[src/rtl/alu8_pkg.sv]
package alu8_pkg;
  localparam int unsigned DATA_W = 8;
  localparam int unsigned LOW_W  = 4;
  localparam int unsigned FLAG_W = 8;

  localparam int unsigned FLG_Z = 7;
  localparam int unsigned FLG_N = 6;
  localparam int unsigned FLG_H = 5;
  localparam int unsigned FLG_C = 4;

  typedef enum logic [2:0] {
    OP_ADD = 3'd0,
    OP_ADC = 3'd1,
    OP_SUB = 3'd2,
    OP_SBC = 3'd3,
    OP_AND = 3'd4,
    OP_XOR = 3'd5,
    OP_OR  = 3'd6,
    OP_CP  = 3'd7
  } alu_op_e;

  function automatic logic op_takes_carry(alu_op_e op);
    return (op == OP_ADC) || (op == OP_SBC);
  endfunction

  function automatic logic op_is_sub(alu_op_e op);
    return (op == OP_SUB) || (op == OP_SBC) || (op == OP_CP);
  endfunction

  function automatic logic op_is_logic(alu_op_e op);
    return (op == OP_AND) || (op == OP_XOR) || (op == OP_OR);
  endfunction
endpackage

[src/rtl/alu8_arith.sv]
module alu8_arith #(
  parameter int unsigned DATA_W = 8,
  parameter int unsigned LOW_W  = 4
) (
  input  logic [DATA_W-1:0] a_i,
  input  logic [DATA_W-1:0] b_i,
  input  logic              cin_i,
  input  logic              sub_i,
  output logic [DATA_W-1:0] res_o,
  output logic              half_o,
  output logic              carry_o
);
  logic [LOW_W:0]  low_q;
  logic [DATA_W:0] full_q;

  // Out-of-range top bit marks carry on add and borrow on subtract
  always_comb begin
    if (sub_i) begin
      low_q  = {1'b0, a_i[LOW_W-1:0]} - {1'b0, b_i[LOW_W-1:0]} - {{LOW_W{1'b0}}, cin_i};
      full_q = {1'b0, a_i} - {1'b0, b_i} - {{DATA_W{1'b0}}, cin_i};
    end else begin
      low_q  = {1'b0, a_i[LOW_W-1:0]} + {1'b0, b_i[LOW_W-1:0]} + {{LOW_W{1'b0}}, cin_i};
      full_q = {1'b0, a_i} + {1'b0, b_i} + {{DATA_W{1'b0}}, cin_i};
    end
  end

  assign res_o   = full_q[DATA_W-1:0];
  assign half_o  = low_q[LOW_W];
  assign carry_o = full_q[DATA_W];
endmodule

[src/rtl/alu8_logic.sv]
module alu8_logic
  import alu8_pkg::*;
#(
  parameter int unsigned DATA_W = 8
) (
  input  logic [DATA_W-1:0] a_i,
  input  logic [DATA_W-1:0] b_i,
  input  alu_op_e           op_i,
  output logic [DATA_W-1:0] res_o,
  output logic              half_o
);
  always_comb begin
    unique case (op_i)
      OP_AND:  res_o = a_i & b_i;
      OP_XOR:  res_o = a_i ^ b_i;
      default: res_o = a_i | b_i;
    endcase
  end

  assign half_o = (op_i == OP_AND);
endmodule

[src/rtl/alu8_flags.sv]
module alu8_flags
  import alu8_pkg::*;
#(
  parameter int unsigned FLAG_W = 8
) (
  input  logic              z_i,
  input  logic              n_i,
  input  logic              h_i,
  input  logic              c_i,
  output logic [FLAG_W-1:0] flags_o
);
  for (genvar gi = 0; gi < FLAG_W; gi++) begin : g_bit
    if (gi == FLG_Z)      begin : g_z assign flags_o[gi] = z_i; end
    else if (gi == FLG_N) begin : g_n assign flags_o[gi] = n_i; end
    else if (gi == FLG_H) begin : g_h assign flags_o[gi] = h_i; end
    else if (gi == FLG_C) begin : g_c assign flags_o[gi] = c_i; end
    else                  begin : g_0 assign flags_o[gi] = 1'b0; end
  end
endmodule

[src/rtl/alu8_nibflag.sv]
module alu8_nibflag
  import alu8_pkg::*;
(
  input  logic [7:0] a_i,
  input  logic [7:0] b_i,
  input  logic [7:0] flags_i,
  input  logic [2:0] op_i,
  output logic [7:0] result_o,
  output logic       acc_we_o,
  output logic [7:0] flags_o
);
  alu_op_e           op;
  logic              cin;
  logic              is_sub;
  logic              is_logic;
  logic [DATA_W-1:0] ar_res;
  logic              ar_half;
  logic              ar_carry;
  logic [DATA_W-1:0] lg_res;
  logic              lg_half;
  logic              unused_flags;

  assign op           = alu_op_e'(op_i);
  assign is_sub       = op_is_sub(op);
  assign is_logic     = op_is_logic(op);
  assign cin          = op_takes_carry(op) & flags_i[FLG_C];
  assign unused_flags = ^{flags_i[FLAG_W-1:FLG_C+1], flags_i[FLG_C-1:0]};

  alu8_arith #(.DATA_W(DATA_W), .LOW_W(LOW_W)) u_arith (
    .a_i    (a_i),
    .b_i    (b_i),
    .cin_i  (cin),
    .sub_i  (is_sub),
    .res_o  (ar_res),
    .half_o (ar_half),
    .carry_o(ar_carry)
  );

  alu8_logic #(.DATA_W(DATA_W)) u_logic (
    .a_i   (a_i),
    .b_i   (b_i),
    .op_i  (op),
    .res_o (lg_res),
    .half_o(lg_half)
  );

  assign result_o = is_logic ? lg_res : ar_res;
  assign acc_we_o = (op != OP_CP);

  alu8_flags #(.FLAG_W(FLAG_W)) u_flags (
    .z_i    (result_o == '0),
    .n_i    (is_sub),
    .h_i    (is_logic ? lg_half : ar_half),
    .c_i    (~is_logic & ar_carry),
    .flags_o(flags_o)
  );
endmodule


[config.mk]
export PLATFORM = sky130hd
export DESIGN_NAME = alu8_nibflag
export DESIGN_NICKNAME = d
export VERILOG_FILES = /design/src/rtl/alu8_pkg.sv /design/src/rtl/alu8_arith.sv /design/src/rtl/alu8_logic.sv /design/src/rtl/alu8_flags.sv /design/src/rtl/alu8_nibflag.sv
export SDC_FILE = /design/constraint.sdc
export NUM_CORES = 1
export LEC_CHECK = 0
export ABC_AREA = 1
export BUFFER_PORTS_ARGS = -buffer_cell sky130_fd_sc_hd__buf_2
export CAP_MARGIN = 10
export CELL_PAD_IN_SITES_DETAIL_PLACEMENT = 0
export CELL_PAD_IN_SITES_GLOBAL_PLACEMENT = 1
export CORE_UTILIZATION = 40
export DETAILED_ROUTE_END_ITERATION = 12
export GPL_TIMING_DRIVEN = 0
export PLACE_DENSITY_LB_ADDON = 0.1
export SYNTH_ARGS = -nofsm -noshare
export SYNTH_HDL_FRONTEND = slang
export SYNTH_SLANG_ARGS = --single-unit
[constraint.sdc]
create_clock -name vclk -period 8.6
set_input_delay 1.72 -clock vclk [all_inputs]
set_output_delay 1.72 -clock vclk [all_outputs]
set_load 0.05 [all_outputs]
Yosys cells after proc, flatten, opt, wreduce, memory -nomap -nowiden
Cells that the tools add are included.
{"block": "op_classes", "n_bitwise": 6, "n_mux": 5, "n_eq_ne": 8, "add_sub_neg": 8, "n_reduce_logical": 6}
{"op": "case mux 8 bit (2 select lines)", "count": 1}
{"op": "== test 3 bit, second input constant", "count": 4}
{"op": "adder 8 x 8 -> 9 bit", "count": 1}
{"op": "adder 9 x 1 -> 9 bit", "count": 1}
{"op": "two-way mux 9 bit", "count": 1}
{"op": "subtractor 8 x 8 -> 9 bit", "count": 1}
{"op": "subtractor 9 x 1 -> 9 bit", "count": 1}
{"op": "bitwise AND 8 bit", "count": 1}
{"op": "logical NOT 8 bit", "count": 1}
{"op": "two-way mux 8 bit", "count": 1}
{"op": "OR 8 bit", "count": 1}
{"op": "XOR 8 bit", "count": 1}
{"op": "== test 3 x 2 -> 1 bit, second input constant", "count": 2}
{"op": "adder 4 x 4 -> 5 bit", "count": 1}
{"op": "adder 5 x 1 -> 5 bit", "count": 1}
{"op": "logical OR 1 bit", "count": 5}
{"op": "two-way mux 5 bit", "count": 1}
{"op": "subtractor 4 x 4 -> 5 bit", "count": 1}
{"op": "subtractor 5 x 1 -> 5 bit", "count": 1}
{"op": "== test 3 x 1 -> 1 bit, second input constant", "count": 1}
{"op": "inequality test 3 bit, second input constant", "count": 1}
{"op": "bitwise AND 1 bit", "count": 2}
{"op": "two-way mux 1 bit", "count": 1}
{"op": "NOT 1 bit", "count": 1}
{"block": "word_totals", "in_bits": 27, "ff_bits": 0}

Longest topological paths before layout
{"block": "depth", "word_depth": 7, "mapped_depth": 17}

Cells and area by module
From an unflattened synthesis, not the netlist that was laid out.
{"block": "hier_totals", "cells_unflattened": 306, "area_unflattened_um2": 1804.2}
{"mod": "alu8_arith", "cells_each": 173, "instances": 1, "area_per_inst_um2": 1017.2}
{"mod": "alu8_logic", "cells_each": 79, "instances": 1, "area_per_inst_um2": 491.7}
{"mod": "alu8_nibflag", "cells_each": 45, "instances": 1, "area_per_inst_um2": 231.5}
{"mod": "alu8_flags", "cells_each": 9, "instances": 1, "area_per_inst_um2": 63.8}

Least setup slack after synthesis
Ideal clock, no wire load.
{"block": "synth_path", "path_type": "input -> output", "from": "in op_i[2]", "to": "out flags_o[7]", "setup_slack_ns": 3.116, "path_stages": 16, "t_required_ns": 6.880, "t_arrival_ns": 3.764, "path_cell_list": "inv_1 nand3_1 inv_1 fa_1 fa_1 xor2_1 nand2_1 nand2_1 nand2_1 nand2_2 inv_1 nand2_1 nor2_1 nand2_1 nor2_2 buf_4"}
{"block": "synth_via", "elab_chain_cells": 7, "elab_cells_between_ends": 19, "cone_classes": "2 x add/sub; 7 x eq/ne; 3 x mux; 1 x bitwise; 6 x reduce/logical"}
{"item": "from (decl)", "line_no": "alu8_nibflag.sv:7", "source": "input logic [2:0] op_i,"}
{"item": "== test 3 x 1 -> 1 bit / == test 3 x 2 -> 1 bit (equally long branches)", "line_no": "alu8_pkg.sv:23, alu8_pkg.sv:27"}
{"item": "logical OR 1 bit", "line_no": "alu8_pkg.sv:23", "source": "return (op == OP_ADC) || (op == OP_SBC);"}
{"item": "bitwise AND 1 bit", "line_no": "alu8_nibflag.sv:26", "source": "assign cin = op_takes_carry(op) & flags_i[FLG_C];"}
{"item": "adder 9 x 1 -> 9 bit / subtractor 9 x 1 -> 9 bit (equally long branches)", "line_no": "alu8_arith.sv:23, alu8_arith.sv:20"}
{"item": "two-way mux 9 bit", "line_no": "alu8_arith.sv:18", "source": "if (sub_i) begin"}
{"item": "two-way mux 8 bit *", "line_no": "alu8_nibflag.sv:47", "source": "assign result_o = is_logic ? lg_res : ar_res;"}
{"item": "via result_o[2]", "line_no": "alu8_nibflag.sv:8", "source": "output logic [7:0] result_o,"}
{"item": "logical NOT 8 bit *", "line_no": "alu8_nibflag.sv:51", "source": ".z_i (result_o == '0),"}
{"item": "to (decl)", "line_no": "alu8_nibflag.sv:10", "source": "output logic [7:0] flags_o"}
The timed path passes the listed nets; every way through them passes the cells marked *.

Final worst setup path
{"block": "layout_path", "from": "in op_i[2]", "to": "out flags_o[7]"}
{"block": "layout_via", "elab_chain_cells": 7, "elab_cells_between_ends": 19, "cone_classes": "2 x add/sub; 7 x eq/ne; 3 x mux; 1 x bitwise; 6 x reduce/logical"}
{"item": "== test 3 x 1 -> 1 bit / == test 3 x 2 -> 1 bit (equally long branches)", "line_no": "alu8_pkg.sv:23, alu8_pkg.sv:27"}
{"item": "logical OR 1 bit", "line_no": "alu8_pkg.sv:23"}
{"item": "bitwise AND 1 bit", "line_no": "alu8_nibflag.sv:26"}
{"item": "adder 9 x 1 -> 9 bit / subtractor 9 x 1 -> 9 bit (equally long branches)", "line_no": "alu8_arith.sv:23, alu8_arith.sv:20"}
{"item": "two-way mux 9 bit", "line_no": "alu8_arith.sv:18"}
{"item": "two-way mux 8 bit *", "line_no": "alu8_nibflag.sv:47"}
{"item": "logical NOT 8 bit *", "line_no": "alu8_nibflag.sv:51"}
Every way passes the cells marked *; elsewhere a longest branch is shown, timed or not.

==> metrics.txt <==
# TYPE chip_impl_metric gauge
chip_impl_metric{name="finish.net_count",unit=""} 374
chip_impl_metric{name="drt-pass1-iter-count",unit=""} 4
chip_impl_metric{name="total_leakage_power",unit="nW"} 1.139
chip_impl_info{name="critical_path.cell_chain",value="buf_2 > inv_1 > nand3_1 > inv_1 > fa_1 > fa_1 > xor2_1 > nand2_1 > nand2_1 > nand2_1 > nand2_2 > inv_1 > nand2_1 > nor2_1 > nand2_1 > nor2_2 > buf_4 > buf_2"} 1
chip_impl_metric{name="first_pass_grt_wire_length",unit="mm"} 6.472
chip_impl_metric{name="power_switching",unit="W"} 0.0001056
chip_impl_metric{name="power.sequential.fraction",unit="%"} 0
chip_impl_metric{name="fmax",unit="MHz"} 169.9
chip_impl_metric{name="slew_viol_final",unit=""} 0
chip_impl_metric{name="share_comb_of_total_power",unit="%"} 100.0
chip_impl_metric{name="max_cap_violations",unit=""} 0
chip_impl_metric{name="die_area",unit="sq um"} 4209
chip_impl_metric{name="wp_data_arrival",unit="ns"} 4.17
chip_impl_info{name="rsz0062_at_grt",value="false"} 1
chip_impl_metric{name="antenna_found_initial",unit=""} 0
chip_impl_metric{name="initialDrtViolationCount",unit=""} 63
chip_impl_metric{name="hpwl",unit="mm"} 3.199
chip_impl_metric{name="synth-warning-count",unit=""} 0
chip_impl_metric{name="avgSynthCellArea",unit="sq um"} 5.751
chip_impl_metric{name="ir_drop",unit="mV"} 0.03660
chip_impl_metric{name="number_of_sequential_storage_elements",unit=""} 0
chip_impl_metric{name="power.internal",unit="W"} 0.00005052
chip_impl_metric{name="layoutNonFillerInstCount",unit=""} 359
chip_impl_metric{name="combined_flip_flop_and_latch_cell_area",unit="sq um"} 0
chip_impl_metric{name="clock_network_power_share",unit="%"} 0
chip_impl_info{name="cp-end-kind",value="output port"} 1
chip_impl_metric{name="vias_in_the_first_global_route",unit=""} 1394
chip_impl_metric{name="chipHeight",unit="um"} 64.88
chip_impl_info{name="critical_path.top_delay_family",value="adder cells"} 1
chip_impl_metric{name="clockBufferCount",unit=""} 0
chip_impl_metric{name="initial_utilization",unit="%"} 42.56
chip_impl_info{name="crit_type",value="primary input to output port"} 1
chip_impl_metric{name="detail_route.drc_violations",unit=""} 0
chip_impl_info{name="critPathLaunchType",value="primary input"} 1
chip_impl_metric{name="fin_tns_setup",unit="ns"} 0
chip_impl_metric{name="coreArea",unit="sq um"} 3716
chip_impl_info{name="netlist_top_cells_area",value="sky130_fd_sc_hd__ha_1 (24%), sky130_fd_sc_hd__nand2_1 (17%), sky130_fd_sc_hd__inv_1 (15%)"} 1
chip_impl_metric{name="synthCells",unit=""} 275
chip_impl_metric{name="average_wire_length_per_cell_after_detail_routing",unit="um"} 10.54
chip_impl_metric{name="yosysTopAreaCellShare",unit="%"} 23.73
chip_impl_info{name="hold_class",value="primary input to output port"} 1
chip_impl_metric{name="report.final.setup_viol",unit=""} 0
chip_impl_metric{name="pin_count_of_the_biggest_net_entering_global_routing",unit=""} 11
chip_impl_metric{name="final_antenna_net_count",unit=""} 0
chip_impl_metric{name="post_cts_resize_count",unit=""} 0
chip_impl_metric{name="post_cts.repair.setup_buffers",unit=""} 0
chip_impl_metric{name="area.growth.synth_to_final",unit="%"} 14.95
chip_impl_metric{name="num_vias",unit=""} 1649
chip_impl_info{name="result_of_the_run",value="finished clean"} 1
chip_impl_metric{name="synth-seq-area-share",unit="%"} 0
chip_impl_info{name="cp_slowest_cell",value="sky130_fd_sc_hd__fa_1"} 1
chip_impl_metric{name="viasPerCell",unit=""} 4.593
chip_impl_metric{name="row_count",unit=""} 22
chip_impl_metric{name="fin_crit_sh",unit="%"} 68.46
chip_impl_metric{name="wl",unit="mm"} 3.783
chip_impl_metric{name="cp.buffers_inverters",unit=""} 6
chip_impl_metric{name="floorplan.die.width",unit="um"} 64.88
chip_impl_metric{name="num_io_pins",unit=""} 44
chip_impl_metric{name="final_hold_violating_endpoints",unit=""} 0
chip_impl_metric{name="worstPathMaxFanout",unit=""} 5
chip_impl_metric{name="post_synth_instance_area",unit="sq um"} 1582
chip_impl_metric{name="grt_overflow_total",unit=""} 0
chip_impl_metric{name="yosys.cell_types.count",unit=""} 28
chip_impl_metric{name="placed_cells",unit=""} 359
chip_impl_info{name="cpMostUsedCell",value="sky130_fd_sc_hd__nand2_1"} 1
chip_impl_info{name="post-synth-top-area-cell",value="sky130_fd_sc_hd__ha_1"} 1
chip_impl_metric{name="finalWeightedCongestion",unit=""} 0.8553
chip_impl_metric{name="powerDensity",unit="nW/um^2"} 85.86
chip_impl_metric{name="final.min_clock_period",unit="ns"} 5.887
chip_impl_metric{name="post_route_cells_drive_above_1_share",unit="%"} 19.29
chip_impl_metric{name="antenna_cells",unit=""} 0
chip_impl_metric{name="critPathMaxStageDelay",unit="ns"} 0.47
chip_impl_metric{name="required",unit="ns"} 6.88
chip_impl_metric{name="port_buffers",unit=""} 33
chip_impl_metric{name="grtUsageTotal",unit="%"} 19.21
chip_impl_metric{name="post_cts_hold_buffer_count",unit=""} 0
chip_impl_metric{name="swShare",unit="%"} 67.64
-- power groups by stage --
stage	clock, W	sequential [W]	combinational [W]
global route	0	0	0.000175
CTS	0	0	0.000156
floorplan	0	0	0.000121
global placement	0	0	0.000155
finish	0	0	0.000156
detailed placement	0	0	0.000155
-- worst paths after layout --
path	cells after the start	slack (ns)	end	from
worst max-delay path	18	2.71	flags_o[7]	op_i[2]
worst min-delay path	3	3.85	acc_we_o	op_i[2]
-- routing by layer --
metal,vias to the layer above,wire [um],GRT usage [%]
met5,-,0,0
li1,915,-,-
met1,690,2141,31.62
met2,44,1492,28.78
met4,0,0,0
met3,0,148,0
-- final cells by class --
type	count	area [sq um]
Tap cell	48	60.06
Timing Repair Buffer	33	165.2
Buffer	10	76.32
Multi-Input combinational cell	203	1271
Inverter	65	245.2
Fill cell	433	1898
-- per-stage QoR --
stage               worst slack (ns)  util [%]  instance area [sq um]  total power, W  hold WS (ns)
floorplan                      3.116         -                   1593       0.0001212         3.777
global placement               2.700     48.92                   1818       0.0001551         3.849
detailed placement             2.700     48.92                   1818       0.0001553         3.849
CTS                            2.697     48.92                   1818       0.0001560         3.852
global route                   2.419     48.92                   1818       0.0001754         3.877
finish                         2.713     48.92                   1818       0.0001561         3.852
-- logic make-up after synthesis --
group | Yosys count | share of synthesized area, %
buffers and inverters | 75 | 20.33
other | 1 | 0.2371
XOR/XNOR | 3 | 1.662
AO/OA/AOI/OAI | 26 | 9.810
adder cells (fa/ha/maj) | 34 | 28.80
AND/OR/NAND/NOR | 136 | 39.16
-- synthesized netlist by cell type --
cell and count:
sky130_fd_sc_hd__nand2_1 73, sky130_fd_sc_hd__inv_1 63, sky130_fd_sc_hd__nand3_1 35, sky130_fd_sc_hd__ha_1 30, sky130_fd_sc_hd__a21oi_1 14, sky130_fd_sc_hd__buf_4 8, sky130_fd_sc_hd__nor2_1 8, sky130_fd_sc_hd__nand2_2 7
sky130_fd_sc_hd__nand3b_1 5, sky130_fd_sc_hd__o21ai_0 5, sky130_fd_sc_hd__fa_1 4, sky130_fd_sc_hd__nor2_2 4, sky130_fd_sc_hd__o2111ai_1 2, sky130_fd_sc_hd__o22ai_1 2, sky130_fd_sc_hd__xor2_1 2, sky130_fd_sc_hd__a221oi_1 1
sky130_fd_sc_hd__buf_2 1, sky130_fd_sc_hd__buf_6 1, sky130_fd_sc_hd__clkinv_2 1, sky130_fd_sc_hd__conb_1 1, sky130_fd_sc_hd__inv_2 1, sky130_fd_sc_hd__nand2_4 1, sky130_fd_sc_hd__nand3_2 1, sky130_fd_sc_hd__nand4_1 1
sky130_fd_sc_hd__o211ai_2 1, sky130_fd_sc_hd__o21ai_2 1, sky130_fd_sc_hd__or2_1 1, sky130_fd_sc_hd__xnor2_1 1
-- layout by cell type, fill, tap and decap left out --
cell,synthesis,routed
sky130_fd_sc_hd__nor2_1,8,8
sky130_fd_sc_hd__fa_1,4,4
sky130_fd_sc_hd__nor2_2,4,4
sky130_fd_sc_hd__nand2_2,7,7
sky130_fd_sc_hd__xnor2_1,1,1
sky130_fd_sc_hd__a221oi_1,1,1
sky130_fd_sc_hd__nand3b_1,5,5
sky130_fd_sc_hd__nand4_1,1,1
sky130_fd_sc_hd__o21ai_0,5,5
sky130_fd_sc_hd__o2111ai_1,2,2
sky130_fd_sc_hd__nand2_1,73,73
sky130_fd_sc_hd__inv_1,63,63
sky130_fd_sc_hd__inv_2,1,1
sky130_fd_sc_hd__o211ai_2,1,1
sky130_fd_sc_hd__buf_6,1,1
sky130_fd_sc_hd__nand3_2,1,1
sky130_fd_sc_hd__xor2_1,2,2
sky130_fd_sc_hd__o21ai_2,1,1
sky130_fd_sc_hd__conb_1,1,4
sky130_fd_sc_hd__or2_1,1,1
sky130_fd_sc_hd__buf_2,1,34
sky130_fd_sc_hd__o22ai_1,2,2
sky130_fd_sc_hd__buf_4,8,8
sky130_fd_sc_hd__ha_1,30,30
sky130_fd_sc_hd__nand2_4,1,1
sky130_fd_sc_hd__a21oi_1,14,14
sky130_fd_sc_hd__clkinv_2,1,1
sky130_fd_sc_hd__nand3_1,35,35
No activity file was read; power rests on OpenSTA's default activity.
